**src/rtl/irq_src_pkg.sv**
```systemverilog
// Package irq_src_pkg
// Shared defaults and a helper for the interrupt source register.
// Assumes addresses are byte offsets compared on the full address width.
package irq_src_pkg;

    localparam int DEF_NUM_SRC     = 8;
    localparam int DEF_ADDR_W      = 5;
    localparam int DEF_SYNC_STAGES = 2;

    // True when an access address selects the register offset.
    function automatic logic addr_hit(input logic [31:0] addr, input logic [31:0] offset);
        return addr == offset;
    endfunction

endpackage

```
**src/rtl/irq_edge_sync.sv**
```systemverilog
// Module irq_edge_sync
// Brings each asynchronous event line into the clock domain through
// SYNC_STAGES flops. It then emits a one-cycle pulse on each
// synchronised 0-to-1 change.
// Assumes SYNC_STAGES >= 2 and event pulses longer than a clock period.
module irq_edge_sync #(
    parameter int NUM_SRC     = 8,
    parameter int SYNC_STAGES = 2
) (
    input  logic               clk,
    input  logic               rst_n,
    input  logic [NUM_SRC-1:0] evt_i,
    output logic [NUM_SRC-1:0] rise_o
);

    localparam int LAST = SYNC_STAGES - 1;

    for (genvar g = 0; g < NUM_SRC; g++) begin : g_line
        logic [SYNC_STAGES-1:0] chain_q;
        logic                   prev_q;

        // Shift the raw line through the synchroniser and keep the last value.
        always_ff @(posedge clk) begin
            if (!rst_n) begin
                chain_q <= '0;
                prev_q  <= 1'b0;
            end else begin
                chain_q <= {chain_q[SYNC_STAGES-2:0], evt_i[g]};
                prev_q  <= chain_q[LAST];
            end
        end

        // Rising edge of the synchronised line.
        always_comb begin
            rise_o[g] = chain_q[LAST] & ~prev_q;
        end
    end

endmodule

```
**src/rtl/irq_status_bank.sv**
```systemverilog
// Module irq_status_bank
// Holds the enable mask and the latched status bits.
// A detected edge sets a status bit only if the enable bit was already 1
// before this edge. A write loads the mask, and the same edge clears the
// status of every source whose new enable bit is 0.
// Assumes wr_hit_i is a one-cycle strobe already decoded for the register.
module irq_status_bank #(
    parameter int                 NUM_SRC    = 8,
    parameter logic [NUM_SRC-1:0] VALID_MASK = '1
) (
    input  logic               clk,
    input  logic               rst_n,
    input  logic [NUM_SRC-1:0] rise_i,
    input  logic               wr_hit_i,
    input  logic [NUM_SRC-1:0] wr_data_i,
    output logic [NUM_SRC-1:0] en_o,
    output logic [NUM_SRC-1:0] status_o
);

    logic [NUM_SRC-1:0] en_q;
    logic [NUM_SRC-1:0] status_q;
    logic [NUM_SRC-1:0] keep_mask;
    logic [NUM_SRC-1:0] status_d;

    // Mask applied to status this cycle: the new enables on a write, else all ones.
    always_comb begin
        keep_mask = wr_hit_i ? wr_data_i : '1;
    end

    // Next status: add edges of enabled sources, then drop any source being disabled.
    always_comb begin
        status_d = (status_q | (rise_i & en_q)) & keep_mask & VALID_MASK;
    end

    // Enable mask register, loaded by writes.
    always_ff @(posedge clk) begin
        if (!rst_n) begin
            en_q <= '0;
        end else if (wr_hit_i) begin
            en_q <= wr_data_i & VALID_MASK;
        end
    end

    // Status register update.
    always_ff @(posedge clk) begin
        if (!rst_n) begin
            status_q <= '0;
        end else begin
            status_q <= status_d;
        end
    end

    assign en_o     = en_q;
    assign status_o = status_q;


    status_rise_enabled_chk: assert property (@(posedge clk) disable iff (!rst_n)
        ((status_q & ~$past(status_q) & ~$past(en_q)) == '0));


    wr_clear_chk: assert property (@(posedge clk) disable iff (!rst_n)
        wr_hit_i |=> ((status_q & ~$past(wr_data_i)) == '0));


    status_valid_chk: assert property (@(posedge clk) disable iff (!rst_n)
        ((status_q & ~VALID_MASK) == '0));

endmodule

```
**src/rtl/irq_req_gen.sv**
```systemverilog
// Module irq_req_gen
// Registers the OR of all enabled status bits into the interrupt line.
// Assumes status and enable come from registers in the same clock domain.
module irq_req_gen #(
    parameter int NUM_SRC = 8
) (
    input  logic               clk,
    input  logic               rst_n,
    input  logic [NUM_SRC-1:0] status_i,
    input  logic [NUM_SRC-1:0] en_i,
    output logic               irq_o
);

    logic active;
    logic irq_q;

    // Any enabled source pending.
    always_comb begin
        active = |(status_i & en_i);
    end

    // Interrupt line register.
    always_ff @(posedge clk) begin
        if (!rst_n) begin
            irq_q <= 1'b0;
        end else begin
            irq_q <= active;
        end
    end

    assign irq_o = irq_q;


    irq_rise_chk: assert property (@(posedge clk) disable iff (!rst_n)
        $rose(irq_o) |-> $past(active));


    irq_fall_chk: assert property (@(posedge clk) disable iff (!rst_n)
        $fell(irq_o) |-> !$past(active));

endmodule

```
**src/rtl/irq_src_reg.sv**
```systemverilog
// Module irq_src_reg
// Top level of the interrupt source register. It decodes byte accesses at
// REG_OFFSET, loads the enable mask on writes, returns valid enabled status
// on reads, and drives a registered level interrupt.
// Assumes strobes are single-cycle and synchronous to clk.
module irq_src_reg
    import irq_src_pkg::*;
#(
    parameter int                 NUM_SRC     = DEF_NUM_SRC,
    parameter int                 ADDR_W      = DEF_ADDR_W,
    parameter int                 SYNC_STAGES = DEF_SYNC_STAGES,
    parameter logic [ADDR_W-1:0]  REG_OFFSET  = 5'h1E,
    parameter logic [NUM_SRC-1:0] VALID_MASK  = '1
) (
    input  logic               clk,
    input  logic               rst_n,
    input  logic [NUM_SRC-1:0] evt_i,
    input  logic [ADDR_W-1:0]  addr_i,
    input  logic               wr_en_i,
    input  logic [NUM_SRC-1:0] wr_data_i,
    input  logic               rd_en_i,
    output logic [NUM_SRC-1:0] rd_data_o,
    output logic               irq_o
);

    logic               sel;
    logic               wr_hit;
    logic               rd_hit;
    logic [NUM_SRC-1:0] rise;
    logic [NUM_SRC-1:0] en;
    logic [NUM_SRC-1:0] status;

    // Address decode for the single register.
    always_comb begin
        sel    = addr_hit(32'(addr_i), 32'(REG_OFFSET));
        wr_hit = wr_en_i & sel;
        rd_hit = rd_en_i & sel;
    end

    irq_edge_sync #(
        .NUM_SRC     (NUM_SRC),
        .SYNC_STAGES (SYNC_STAGES)
    ) sync_i (
        .clk    (clk),
        .rst_n  (rst_n),
        .evt_i  (evt_i),
        .rise_o (rise)
    );

    irq_status_bank #(
        .NUM_SRC    (NUM_SRC),
        .VALID_MASK (VALID_MASK)
    ) bank_i (
        .clk       (clk),
        .rst_n     (rst_n),
        .rise_i    (rise),
        .wr_hit_i  (wr_hit),
        .wr_data_i (wr_data_i),
        .en_o      (en),
        .status_o  (status)
    );

    irq_req_gen #(
        .NUM_SRC (NUM_SRC)
    ) req_i (
        .clk      (clk),
        .rst_n    (rst_n),
        .status_i (status),
        .en_i     (en),
        .irq_o    (irq_o)
    );

    // Read path: valid enabled status on a hit, zero otherwise.
    always_comb begin
        rd_data_o = rd_hit ? (status & en & VALID_MASK) : '0;
    end


    rd_miss_zero_chk: assert property (@(posedge clk) disable iff (!rst_n)
        !rd_hit |-> (rd_data_o == '0));

endmodule

```
**config.mk**
```make
export PLATFORM = sky130hd
export DESIGN_NAME = irq_src_reg
export DESIGN_NICKNAME = d
export VERILOG_FILES = /design/src/rtl/irq_src_pkg.sv /design/src/rtl/irq_edge_sync.sv /design/src/rtl/irq_status_bank.sv /design/src/rtl/irq_req_gen.sv /design/src/rtl/irq_src_reg.sv
export SDC_FILE = /design/constraint.sdc
export NUM_CORES = 1
export LEC_CHECK = 0
export ABC_AREA = 1
export BUFFER_PORTS_ARGS = -buffer_cell sky130_fd_sc_hd__buf_2
export CAP_MARGIN = 20
export CORE_MARGIN = 5
export CORE_UTILIZATION = 55
export CTS_BUF_LIST = sky130_fd_sc_hd__clkbuf_4
export DETAILED_ROUTE_END_ITERATION = 16
export PLACE_DENSITY = 0.8
export SYNTH_ARGS = -nofsm -noshare
export SYNTH_HDL_FRONTEND = slang
export SYNTH_SLANG_ARGS = --single-unit
```
**constraint.sdc**
```tcl
create_clock -name clk -period 0.8 [get_ports clk]
set_input_delay 0 -clock clk [delete_from_list [all_inputs] [get_ports clk]]
set_output_delay 0 -clock clk [all_outputs]
set_load 0.01 [all_outputs]
```
# Yosys cells after proc, flatten, opt, wreduce, memory -nomap -nowiden
# Index checks and enable logic that the tools add are counted.
# totals
inputBits	25
wordCells	45
regBits	41
out_inout_bits	9
# op_classes
n_reduce_logical	1
bitwise	22
n_eq_ne	1
muxes	2
# ops
cell	n
$and 8x8->8	3
$mux 8	2
$and 1x1->1	10
$not 1->1	8
$or 8x8->8	1
$reduce_or 8->1	1
$eq 5x5->1 const B	1

# Logic depth before layout (Yosys ltp)
# depth
depth_word	5
ltp_mapped	6
ltp_nobuf	6

# Cells and area by module
# A second synthesis with hierarchy kept.
# unflattened
hier_cells	204
area_unflattened_um2	1531.5
# by_module_without_submodules
mod	seq_area_each_um2	instances	cells_each	area_per_inst_um2
irq_edge_sync	480.5	1	90	743.2
irq_status_bank	320.3	1	75	611.8
irq_src_reg	0.0	1	22	95.1
irq_req_gen	20.0	1	17	81.3

# Worst setup path after synthesis
# OpenSTA, ideal clock, no wires.
# synth_timing
path_kind	register to register
start	register bank_i.en_q[3], in the netlist bank_i.en_o[3]
end	register bank_i.status_q[3], in the netlist bank_i.status_o[3]
synth_period_minus_slack_ns	0.696
arrival_time_ns	0.584
path_stages_with_launch	6
required_ns	0.688
setup_slack_ns	0.104
path_cell_list	dfxtp_1 inv_1 nor2_1 a21o_1 inv_1 nor2_1
# synth_between
elab_chain_len	3
# synth_lines
item	line_no	source
start, declared	irq_status_bank.sv:20	logic [NUM_SRC-1:0] en_q;
start signal, assigned	irq_status_bank.sv:40	en_q <= wr_data_i & VALID_MASK;
$and 8x8->8	irq_status_bank.sv:32	status_d = (status_q | (rise_i & en_q)) & keep_mask & VALID_MASK;
$or 8x8->8	irq_status_bank.sv:32	
$and 8x8->8	irq_status_bank.sv:32	
end signal, assigned	irq_status_bank.sv:49	status_q <= status_d;
end, declared	irq_status_bank.sv:21	logic [NUM_SRC-1:0] status_q;
# Every way passes these cells.
# A chain may end at the register's enable or synchronous reset.

# Worst setup path in the final report
# layout_timing
start	register bank_i.en_q[4], in the netlist bank_i.en_o[4]
end	output port rd_data_o[4]
# layout_between
elab_chain_len	2
# layout_lines
item	line_no	source
$and 8x8->8	irq_src_reg.sv:75	rd_data_o = rd_hit ? (status & en & VALID_MASK) : '0;
$mux 8	irq_src_reg.sv:75	
end, declared	irq_src_reg.sv:22	output logic [NUM_SRC-1:0] rd_data_o,
# Every way passes these cells.

==> impl_metrics.json <==
{
  "ys_seq_area_share_pct": 52.61,
  "reg2reg_to": "bank_i.status_o[4]",
  "dr.first_iter.drc_count": 32,
  "cp_max_fo": 2,
  "drv_cap": 0,
  "r2r_cells": 6,
  "reg2reg_from": "bank_i.en_o[4]",
  "yosysTopAreaCell": "dfxtp_1",
  "synth_compound_area_share_pct": 4.330,
  "syn_nets": 236,
  "status": "complete, but fails checks",
  "setup_viol": 10,
  "clock_latency_ns": 0.33,
  "synthTopCellsByCount": "inv_1, nand2_1, dfxtp_1",
  "min_from": "rst_n",
  "crit_chain": "nand2_2, nor2_1, buf_2",
  "synthCells": 211,
  "synthArstFlopShare_pct": 0,
  "max_freq_mhz": 995.6,
  "synth_xor_area_share_pct": 0,
  "grt_usage_pct": 17.12,
  "wl_per_cell_um": 10.71,
  "grt_pass1_vias": 1381,
  "synth-main-ff-cell": "dfxtp_1",
  "power.density_mw_per_mm2": 1638,
  "hold_class": "in -> reg",
  "viasPerCell": 4.492,
  "grt_max_degree": 20,
  "cts_buffers": 5,
  "power.leakage_uw": 0.001254,
  "period_share_pct": 125.6,
  "die_area_mm2": 0.004002,
  "synth_area_leaders": "dfxtp_1, inv_1, nand2_1, nor2_1, a21o_1",
  "drive_above_1_share_pct": 37.04,
  "synth_edf_count": 0,
  "fin_skew_ns": 0.003745,
  "maxSlewViolCount": 0,
  "cp_data_required_time_ns": 0.80,
  "synth.most_common_cell": "inv_1",
  "start_util_pct": 57.07,
  "row_count": 19,
  "synth_top_area_share_pct": 52.61,
  "dr.pass1.iters": 4,
  "io_buffers": 33,
  "fin_crit_ns": 1.004,
  "die_w_um": 63.26,
  "pin_count": 34,
  "slowest_stage": "dfxtp_2",
  "endpoint": "rd_data_o[4]",
  "clkSinkCount": 41,
  "violations": "negative hold slack, negative setup slack",
  "num_vias": 1352,
  "synth_top_family_by_area": "simple AND/OR/NAND/NOR gates",
  "ys_seq_elements": 41,
  "end_kind": "primary output",
  "syn_avg_cell_area_um2": 7.395,
  "hold_ws_ns": -0.002745,
  "drcViolationCount": 0,
  "dieHeight_um": 63.26,
  "area_growth_pct": 34.80,
  "hold_violations": 2,
  "arrival_ns": 1.00,
  "cts_tree": "built",
  "synthMuxAreaShare_pct": 0,
  "cts.reportedPaths.clkPinSlew_ns": 0.10,
  "final_antenna_net_count": 0,
  "startpoint_type": "flip-flop",
  "yosys_warnings": 0,
  "worst_pin_slew_ns": 0.2408,
  "rsz0062_at_grt": "true",
  "postRouteWirelength_mm": 3.224,
  "grt_pass1_wl_mm": 5.568,
  "layout.nets": 294,
  "core_mm2": 0.002734,
  "final_cell_count_no_fill": 301,
  "critPathLaunch": "bank_i.en_o[4]",
  "antenna_found_initial": 0,
  "netlist_area_mm2": 0.001560,
  "clock_path_buffers": 2,
  "routabilityCongestion": 0.8020,
  "crit_type": "reg -> out",
  "grt_overflow": 0,
  "final_util_pct": 76.93,
  "htreeDepth": 2,
  "synthAdderAreaFrac_pct": 0,
  "antenna_cells": 0,
  "hpwl_mm": 2.180,
  "fin_ws_ns": -0.2045,
  "r2r_slack_ns": -0.05,
  "critPathMaxStageDelay_ns": 0.36,
  "relSlewSlack_pct": 83.93,
  "root_buffer": "clkbuf_4",
  "ys_types": 15,
  "power_uw": 3444,
  "worstHoldPathCells": 2,
  "synthSimpleGateAreaFrac_pct": 27.75,
  "vdd_drop_max_v": 0.002052,
  "nFillCells": 184,
  "dp.cells": 276
}
[layout make-up]
class	instances	area (um2)	share of cell area [%]
clock buffers	8	60.06	2.855
multi-input cells	108	543.0	25.82
well taps	31	38.79	1.844
repair buffers	56	405.4	19.27
flip-flops and latches	41	842.1	40.04
inverters	57	214.0	10.17
[sequential cells by signal, indices dropped and copies added, names as in the netlist]
| signal | cells |
|---|---|
| bank_i.en_o | 8 |
| bank_i.status_o | 8 |
| req_i.irq_o | 1 |
| sync_i.g_line.chain_q | 16 |
| sync_i.g_line.prev_q | 8 |
[metal layers]
layer	up-vias	wire (um)	global-route usage [%]	part of all wire, %
li1	722	-	-	-
met1	599	1406	19.80	44
met2	29	1602	29.23	50
met3	2	196	6.394	6.1
met4	0	19	5.195	0.59
met5	-	0	0	0
[placed cells by master, fill, tap and decap left out, drive strengths merged]
cell and count:
dfxtp 41, a21boi 1, clkbuf 8, nand3 2, nand4 8, buf 46, inv 57, nand2 54
dlygate4sd3 10, a21o 8, nor2 35
[cells by family (layout without fill, tap and decap cells)]
group	after synthesis	in the layout
simple gates	99	99
flops	41	41
compound gates	9	9
buf+inv	62	121
[power breakdown]
part           switching [uW]  leakage, uW  internal, uW
Combinational             142     0.000874           146
Sequential               21.1     0.000343          2100
Clock                     586    0.0000368           453
Total                     750      0.00125          2690
[worst min-delay path by stage]
stage	end	slack (ns)
after floorplan	sync_i.g_line[3].chain_q[0]	0.09
after global placement	sync_i.g_line[2].chain_q[0]	0.18
after detailed placement	sync_i.g_line[5].chain_q[0]	0.19
after CTS	bank_i.status_o[1]	0.01
after global routing	req_i.irq_o	-0.01
final	req_i.irq_o	-0.003
[repair_timing]
item	in CTS	in global routing
hold buffers	11	0
endpoints found under the setup margin	9	18
gates resized for setup	31	14
pin swaps	12	20
endpoints found under the hold margin	12	0
setup buffers	4	4
[worst max-delay path: cells and delay by family, from the launching register on]
family / cells / cell delay [ns]
AND/OR/NAND/NOR: 2 / 0.17
buffers and inverters: 1 / 0.15
flip-flops: 1 / 0.36
[through the flow]
stage | instance area, um2 | setup slack [ns] | setup TNS (ns)
2_1_floorplan | 1560 | 0.1041 | 0
3_3_place_gp | 1809 | 0.02549 | 0
3_5_place_dp | 1809 | 0.01858 | 0
4_1_cts | 2067 | -0.1946 | -1.440
5_1_grt | 2103 | -0.2619 | -2.526
6_report | 2103 | -0.2045 | -1.489
(Power assumes the default switching activity.)
